==> config.mk <==
export PLATFORM = sky130hd
export DESIGN_NAME = rdinj_unit
export DESIGN_NICKNAME = d
export VERILOG_FILES = /design/src/rtl/rdinj_pkg.sv /design/src/rtl/rdinj_rst_sync.sv /design/src/rtl/rdinj_seq.sv /design/src/rtl/rdinj_capture.sv /design/src/rtl/rdinj_addr_mux.sv /design/src/rtl/rdinj_unit.sv
export SDC_FILE = /design/constraint.sdc
export NUM_CORES = 1
export LEC_CHECK = 0
export BUFFER_PORTS_ARGS = -buffer_cell sky130_fd_sc_hd__buf_2
export CORE_MARGIN = 4
export CORE_UTILIZATION = 45
export CTS_CLUSTER_SIZE = 28
export DETAILED_ROUTE_END_ITERATION = 6
export PLACE_DENSITY_LB_ADDON = 0.08
export SLEW_MARGIN = 20
export SYNTH_ARGS = -nofsm -noshare
export SYNTH_HDL_FRONTEND = slang
export SYNTH_SLANG_ARGS = --single-unit
==> constraint.sdc <==
create_clock -name clk -period 2.2 [get_ports clk]
set_clock_uncertainty 0.05 [all_clocks]
set_input_delay 0.44 -clock clk [delete_from_list [all_inputs] [get_ports clk]]
set_output_delay 0.44 -clock clk [all_outputs]
set_load 0.02 [all_outputs]
==> src/rtl/rdinj_pkg.sv <==
package rdinj_pkg;
  typedef enum logic [1:0] {
    ST_IDLE    = 2'd0,
    ST_HALT    = 2'd1,
    ST_OVR     = 2'd2,
    ST_RESTORE = 2'd3
  } rdinj_state_e;
endpackage

==> src/rtl/rdinj_rst_sync.sv <==
module rdinj_rst_sync #(
  parameter int STAGES = 2
) (
  input  logic clk,
  input  logic rst_n,
  output logic rst_sync_n
);
  logic [STAGES-1:0] chain_q;

  always_ff @(posedge clk or negedge rst_n) begin
    if (!rst_n) chain_q <= '0;
    else        chain_q <= {chain_q[STAGES-2:0], 1'b1};
  end

  assign rst_sync_n = chain_q[STAGES-1];
endmodule

==> src/rtl/rdinj_seq.sv <==
module rdinj_seq
  import rdinj_pkg::*;
(
  input  logic clk,
  input  logic rst_ni,
  input  logic req_valid,
  input  logic cpu_is_read,
  output logic accept,
  output logic cap_data_en,
  output logic cpu_rdy,
  output logic mem_sel,
  output logic rsp_valid
);
  rdinj_state_e state_q, state_d;
  logic         cool_q, cool_d;

  always_comb begin
    state_d = state_q;
    cool_d  = cool_q;
    accept  = 1'b0;
    unique case (state_q)
      ST_IDLE: begin
        cool_d = 1'b0;
        if (req_valid && !cool_q) begin
          accept  = 1'b1;
          state_d = ST_HALT;
        end
      end
      ST_HALT:    if (cpu_is_read) state_d = ST_OVR;
      ST_OVR:     state_d = ST_RESTORE;
      ST_RESTORE: begin
        state_d = ST_IDLE;
        cool_d  = 1'b1;
      end
      default:    state_d = ST_IDLE;
    endcase
  end

  always_ff @(posedge clk or negedge rst_ni) begin
    if (!rst_ni) begin
      state_q <= ST_IDLE;
      cool_q  <= 1'b1;
    end else begin
      state_q <= state_d;
      cool_q  <= cool_d;
    end
  end

  assign cap_data_en = (state_q == ST_OVR);
  assign cpu_rdy     = (state_q == ST_IDLE);
  assign mem_sel     = (state_q == ST_OVR);
  assign rsp_valid   = (state_q == ST_RESTORE);
endmodule

==> src/rtl/rdinj_capture.sv <==
module rdinj_capture #(
  parameter int ADDR_W = 24,
  parameter int DATA_W = 8
) (
  input  logic              clk,
  input  logic              rst_ni,
  input  logic              addr_en,
  input  logic [ADDR_W-1:0] addr_in,
  input  logic              data_en,
  input  logic [DATA_W-1:0] data_in,
  output logic [ADDR_W-1:0] addr_q,
  output logic [DATA_W-1:0] data_q
);
  logic [ADDR_W-1:0] addr_d;
  logic [DATA_W-1:0] data_d;

  always_comb begin
    addr_d = addr_q;
    data_d = data_q;
    if (addr_en) addr_d = addr_in;
    if (data_en) data_d = data_in;
  end

  always_ff @(posedge clk or negedge rst_ni) begin
    if (!rst_ni) begin
      addr_q <= '0;
      data_q <= '0;
    end else begin
      addr_q <= addr_d;
      data_q <= data_d;
    end
  end
endmodule

==> src/rtl/rdinj_addr_mux.sv <==
module rdinj_addr_mux #(
  parameter int ADDR_W = 24
) (
  input  logic              sel,
  input  logic [ADDR_W-1:0] cpu_addr,
  input  logic [ADDR_W-1:0] inj_addr,
  output logic [ADDR_W-1:0] out_addr
);
  always_comb begin
    out_addr = sel ? inj_addr : cpu_addr;
  end
endmodule

==> src/rtl/rdinj_unit.sv <==
module rdinj_unit #(
  parameter int ADDR_W = 24,
  parameter int DATA_W = 8
) (
  input  logic              clk,
  input  logic              rst_n,
  input  logic              req_valid,
  input  logic [ADDR_W-1:0] req_addr,
  output logic              req_ack,
  output logic              rsp_valid,
  output logic [DATA_W-1:0] rsp_data,
  input  logic [ADDR_W-1:0] cpu_addr,
  input  logic              cpu_rw,
  input  logic [DATA_W-1:0] bus_rdata,
  output logic              cpu_rdy,
  output logic              mem_sel,
  output logic [ADDR_W-1:0] mem_addr
);
  logic              rst_sync_n;
  logic              cap_data_en;
  logic [ADDR_W-1:0] inj_addr;

  rdinj_rst_sync #(.STAGES(2)) u_rst (
    .clk        (clk),
    .rst_n      (rst_n),
    .rst_sync_n (rst_sync_n)
  );

  rdinj_seq u_seq (
    .clk         (clk),
    .rst_ni      (rst_sync_n),
    .req_valid   (req_valid),
    .cpu_is_read (cpu_rw),
    .accept      (req_ack),
    .cap_data_en (cap_data_en),
    .cpu_rdy     (cpu_rdy),
    .mem_sel     (mem_sel),
    .rsp_valid   (rsp_valid)
  );

  rdinj_capture #(.ADDR_W(ADDR_W), .DATA_W(DATA_W)) u_cap (
    .clk     (clk),
    .rst_ni  (rst_sync_n),
    .addr_en (req_ack),
    .addr_in (req_addr),
    .data_en (cap_data_en),
    .data_in (bus_rdata),
    .addr_q  (inj_addr),
    .data_q  (rsp_data)
  );

  rdinj_addr_mux #(.ADDR_W(ADDR_W)) u_mux (
    .sel      (mem_sel),
    .cpu_addr (cpu_addr),
    .inj_addr (inj_addr),
    .out_addr (mem_addr)
  );
endmodule

# Yosys cells after proc, flatten, opt, wreduce, memory -nomap -nowiden
# Cells that the tools add are included.
[totals] ff_bits=37 elab_cells=22
[op_classes] reduce_logical=5 n_mux=7 n_eq_ne=5
[op_table] operator="24-bit 2-to-1 mux" n=1
[op_table] operator="2-bit case mux with 4 select lines" n=1
[op_table] operator="2-bit equality test, second input constant" n=2
[op_table] operator="2-bit 2-to-1 mux" n=2
[op_table] operator="2-bit by 1-bit equality test with 1-bit output, second input constant" n=1
[op_table] operator="2-bit zero test" n=1
[op_table] operator="1-bit 2-to-1 mux" n=2
[op_table] operator="2-bit by 1-bit inequality test with 1-bit output, second input constant" n=1
[op_table] operator="2-bit inequality test, second input constant" n=1
[op_table] operator="1-bit case mux with 2 select lines" n=1
[op_table] operator="2-bit AND reduction" n=1
[op_table] operator="2-bit nonzero test" n=1
[op_table] operator="1-bit logical AND" n=1
[op_table] operator="1-bit zero test" n=1

# Longest topological paths before layout
[depth] word_depth=4 depth_mapped=5

# Modules after synthesis
# Synthesis repeated with hierarchy kept, for this count alone.
[unflattened] cells_unflattened=116 hier_area_um2=1971.9
[modules_own_cells] module="rdinj_capture" area_per_inst_um2=1292.5 cells_per_inst=68 instances=1
[modules_own_cells] module="rdinj_addr_mux" area_per_inst_um2=396.6 cells_per_inst=27 instances=1
[modules_own_cells] module="rdinj_seq" area_per_inst_um2=229.0 cells_per_inst=18 instances=1
[modules_own_cells] module="rdinj_rst_sync" area_per_inst_um2=53.8 cells_per_inst=3 instances=1

# Worst setup path before layout
# OpenSTA, ideal clock, no wires.
[synth_path] kind="register -> output" startpoint="register u_seq.state_q[0]" endpoint="output port mem_addr[11]" t_arrival_ns=1.545 path_stages_with_launch=6 n_path_buf=2 slack_ns=0.165 path_cell_list="dfrtp_1 inv_1 ha_1 buf_2 buf_2 mux2_2"
[synth_via] elab_chain_cells=2
[synth_lines] element="from (decl)" line_no="rdinj_seq.sv:14" source="rdinj_state_e state_q, state_d;"
[synth_lines] element="from (signal assigned)" line_no="rdinj_seq.sv:44" source="state_q <= state_d;"
[synth_lines] element="2-bit equality test" line_no="rdinj_seq.sv:51" source="assign mem_sel = (state_q == ST_OVR);"
[synth_lines] element="net mem_sel" line_no="rdinj_unit.sv:16" source="output logic mem_sel,"
[synth_lines] element="24-bit 2-to-1 mux" line_no="rdinj_addr_mux.sv:10" source="out_addr = sel ? inj_addr : cpu_addr;"
[synth_lines] element="to (decl)" line_no="rdinj_unit.sv:17" source="output logic [ADDR_W-1:0] mem_addr"
# The timed path passes the listed nets, and every way through them passes these cells.

# Worst setup path after layout
[layout_path] startpoint="register u_seq.state_q[0]" endpoint="output port mem_addr[16]"
[layout_via] elab_chain_cells=2
[layout_lines] element="2-bit equality test" line_no="rdinj_seq.sv:51"
[layout_lines] element="24-bit 2-to-1 mux" line_no="rdinj_addr_mux.sv:10"
# Every way passes these cells.

==> summary.txt <==
M1 GR Usage: 20.88%
Final HPWL DP: 3088 um
GRT Util Overall: 16.39%
CTS Buf Count: 5
largest net degree at the start of global routing: 36
root buffer cell: clkbuf_8
Post-DRT Antenna Nets: 0
Flop pwr share: 32.2%
Worst EP required: 1.71 ns
wire per inst: 14.86 um
cell count after synthesis: 114
gr ovfl total: 0
Top Ports: 96
Netlist Area Pre-Place: 1807 sq um
DR DRC count: 0
dpl ws: 0.2590 ns
Cell Pwr Density: 1504 nW/um^2
#FFs+latches synth: 37
Max-Cap Viols: 0
fin nets: 281
Post-Route WL: 3954 um
register area share after synthesis: 51.32%
CTS sink cnt: 37
Hold Path Class: reg -> async
Placed Area: 2342 sq um
worst-path maximum fanout: 18
Post-Syn Nets: 178
Clock Pin Slew Worst Setup and Hold Paths: 0.07 ns
H-tree levels: 2
First DRT Iteration DRCs: 50
insertion delay to the later sink of the worst-skew pair: 0.27 ns
Post-Route Setup TNS: 0 ns
Die Ht: 71.37 um
die area: 5093 sq um
minimum clock period: 2.121 ns
CP top delay family: buffers and inverters
TritonRoute pass-1 iters: 4
RSZ-0062 raised after global routing: no
Int Pwr: 0.002401 W
Final Hold Violating Endpoints: 0
syn avg cell area: 15.85 sq um
met2 GRT Util: 26.84%
fraction of layout instances using a drive strength above 1: 78.44%
CP startpoint kind: register
pins over their slew limit: 0
GP Congestion: 0.7202
Port-buffer cells: 95
Core Rows: 22
status: finished, final reports clean
CTS tree: yes
Core Util, Final: 66.32%
worst path cell trace: inv_2, ha_4, buf_12, mux2_2, buf_2
Avg Vias per Cell: 4.812
Fmax: 0.4714 GHz
yosys warns: 0
kind of critical path: reg -> out
initial core utilization: 47.91%
met3 usage: 4.488%
CP Buf/Inv Count: 3
initial antenna violation count: 0
Die X: 71.37 um
vias in the first global route: 1373
Placed Cells: 255
Post-Layout Cell Count: 266
switching pwr: 0.001361 W
Max VDD drop: 624.8 uV
Ant. Diodes: 0
Critical Path Sink Type: output pin
Final setup viols: 0
P&R area growth vs syn: 38.43%
Sw Share: 36.17%
clock power share: 13.4%
grt peak-use layer: met2
fin crit share: 96.43%
synth unique cells: 14
Design Area, Final: 2501 sq um
CP Data Arrival Time: 1.63 ns
Critical Path Slowest Stage Cell: dfrtp_1
Max Buffers Root-to-Sink: 2
Comb power frac: 54.4%
Leak Pwr: 1.323 nW
critical path's largest stage delay: 0.41 ns
Setup WS post-layout: 0.07851 ns
first-pass GRT wire length: 6548 um
core area: 3771 sq um
routed vias: 1280
-- metrics by stage --
stage                     total power, W  hold slack (ns)
after floorplan                 0.002655          0.09441
after global placement          0.003101           0.1750
after detailed placement        0.003179           0.1753
after CTS                       0.003793           0.2551
after global routing            0.003998           0.3013
final                           0.003762           0.2243
-- Yosys cell counts --
master,count,area [sq um]
nand3b_4,1,20.02
mux2_4,19,285.3
mux2_2,39,439.2
nand2b_1,1,6.260
inv_1,3,11.26
ha_1,4,50.05
conb_1,1,3.750
a21oi_1,1,5.000
dfstp_2,1,26.28
buf_2,4,20.02
buf_6,2,22.52
dfrtp_1,36,900.9
o32a_1,1,10.01
nor2b_1,1,6.260
-- logic make-up (layout without fill, tap and decap cells) --
group,Yosys count,in the layout,share of synthesized area (%)
multiplexers,58,58,40.10
flip-flops,37,37,51.32
buffers and inverters,9,113,2.978
adder cells (fa/ha/maj),4,4,2.770
AND/OR/NAND/NOR,3,3,1.801
AO/OA/AOI/OAI,2,2,0.8308
other,1,1,0.2076
-- registers in the layout, summed over array words and instances (netlist names) --
| name | cells |
|---|---|
| u_rst.chain_q | 2 |
| u_seq.state_q | 2 |
| u_cap.addr_q | 24 |
| u_cap.data_q | 8 |
| u_seq.cool_q | 1 |
-- worst reg2reg max path, delay by kind of cell, from the launching register on --
kind	cells	cell delay [ns]
AND/OR/NAND/NOR	1	0.23
multiplexers	1	0.31
flip-flops	1	0.43
buffers and inverters	2	0.34
adder cells (fa/ha/maj)	1	0.27
-- routing by layer --
| metal | vias up | part of all wire, % |
|---|---|---|
| li1 | 605 | - |
| met1 | 615 | 40 |
| met2 | 58 | 50 |
| met3 | 2 | 9.0 |
| met4 | 0 | 0.86 |
| met5 | - | 0 |
-- layout by cell type (no fill, tap or decap), types with 2 or more instances in the layout --
cell / instances
buf_12: 2
buf_2: 95
buf_4: 2
buf_6: 2
clkbuf_8: 7
dfrtp_1: 36
ha_1: 3
inv_1: 2
mux2_2: 39
mux2_4: 19
-- cell type report --
cell class	count	area, sq um
clock buffer	7	96.34
clock inverter	1	5.005
fill	289	1270
inverter	3	11.26
multi-input combinational	68	838.3
sequential	37	927.1
tap	48	60.06
timing repair buffer	102	563.0
-- path summary, 6_finish.rpt --
path	cells after the start	to	slack, ns	from
setup / recovery	5	mem_addr[16]	0.08	u_seq.state_q[0]$_DFFE_PN0P_
hold / removal	1	u_cap.addr_q[9]$_DFFE_PN0P_	0.22	u_rst.chain_q[1]$_DFF_PN0_
setup reg to reg	5	u_cap.addr_q[5]$_DFFE_PN0P_	0.46	u_seq.state_q[1]$_DFFE_PN0P_
hold reg to reg	1	u_cap.addr_q[9]$_DFFE_PN0P_	0.22	u_rst.chain_q[1]$_DFF_PN0_
max in group asynchronous	1	u_seq.cool_q$_DFFE_PN1P_	1.54	u_rst.chain_q[1]$_DFF_PN0_
min in group clk	0	u_rst.chain_q[1]$_DFF_PN0_	0.31	u_rst.chain_q[0]$_DFF_PN0_
-- power by group through the flow --
stage | logic (W) | clock network, W | registers (W)
global placement | 0.00191 | 0 | 0.00119
floorplan | 0.00139 | 0 | 0.00126
global route | 0.00219 | 0.000553 | 0.00125
finish | 0.00205 | 0.000503 | 0.00121
detailed placement | 0.00196 | 0 | 0.00122
CTS | 0.00206 | 0.000519 | 0.00122
-- what timing repair did --
item,4_1_cts,5_1_grt
hold buffers,1,0
resized for setup,9,0
endpoints found under the setup margin,24,3
gates cloned,1,0
buffers inserted,0,1
hold endpoints to repair,2,0
Power figures use the tool's default switching activity.
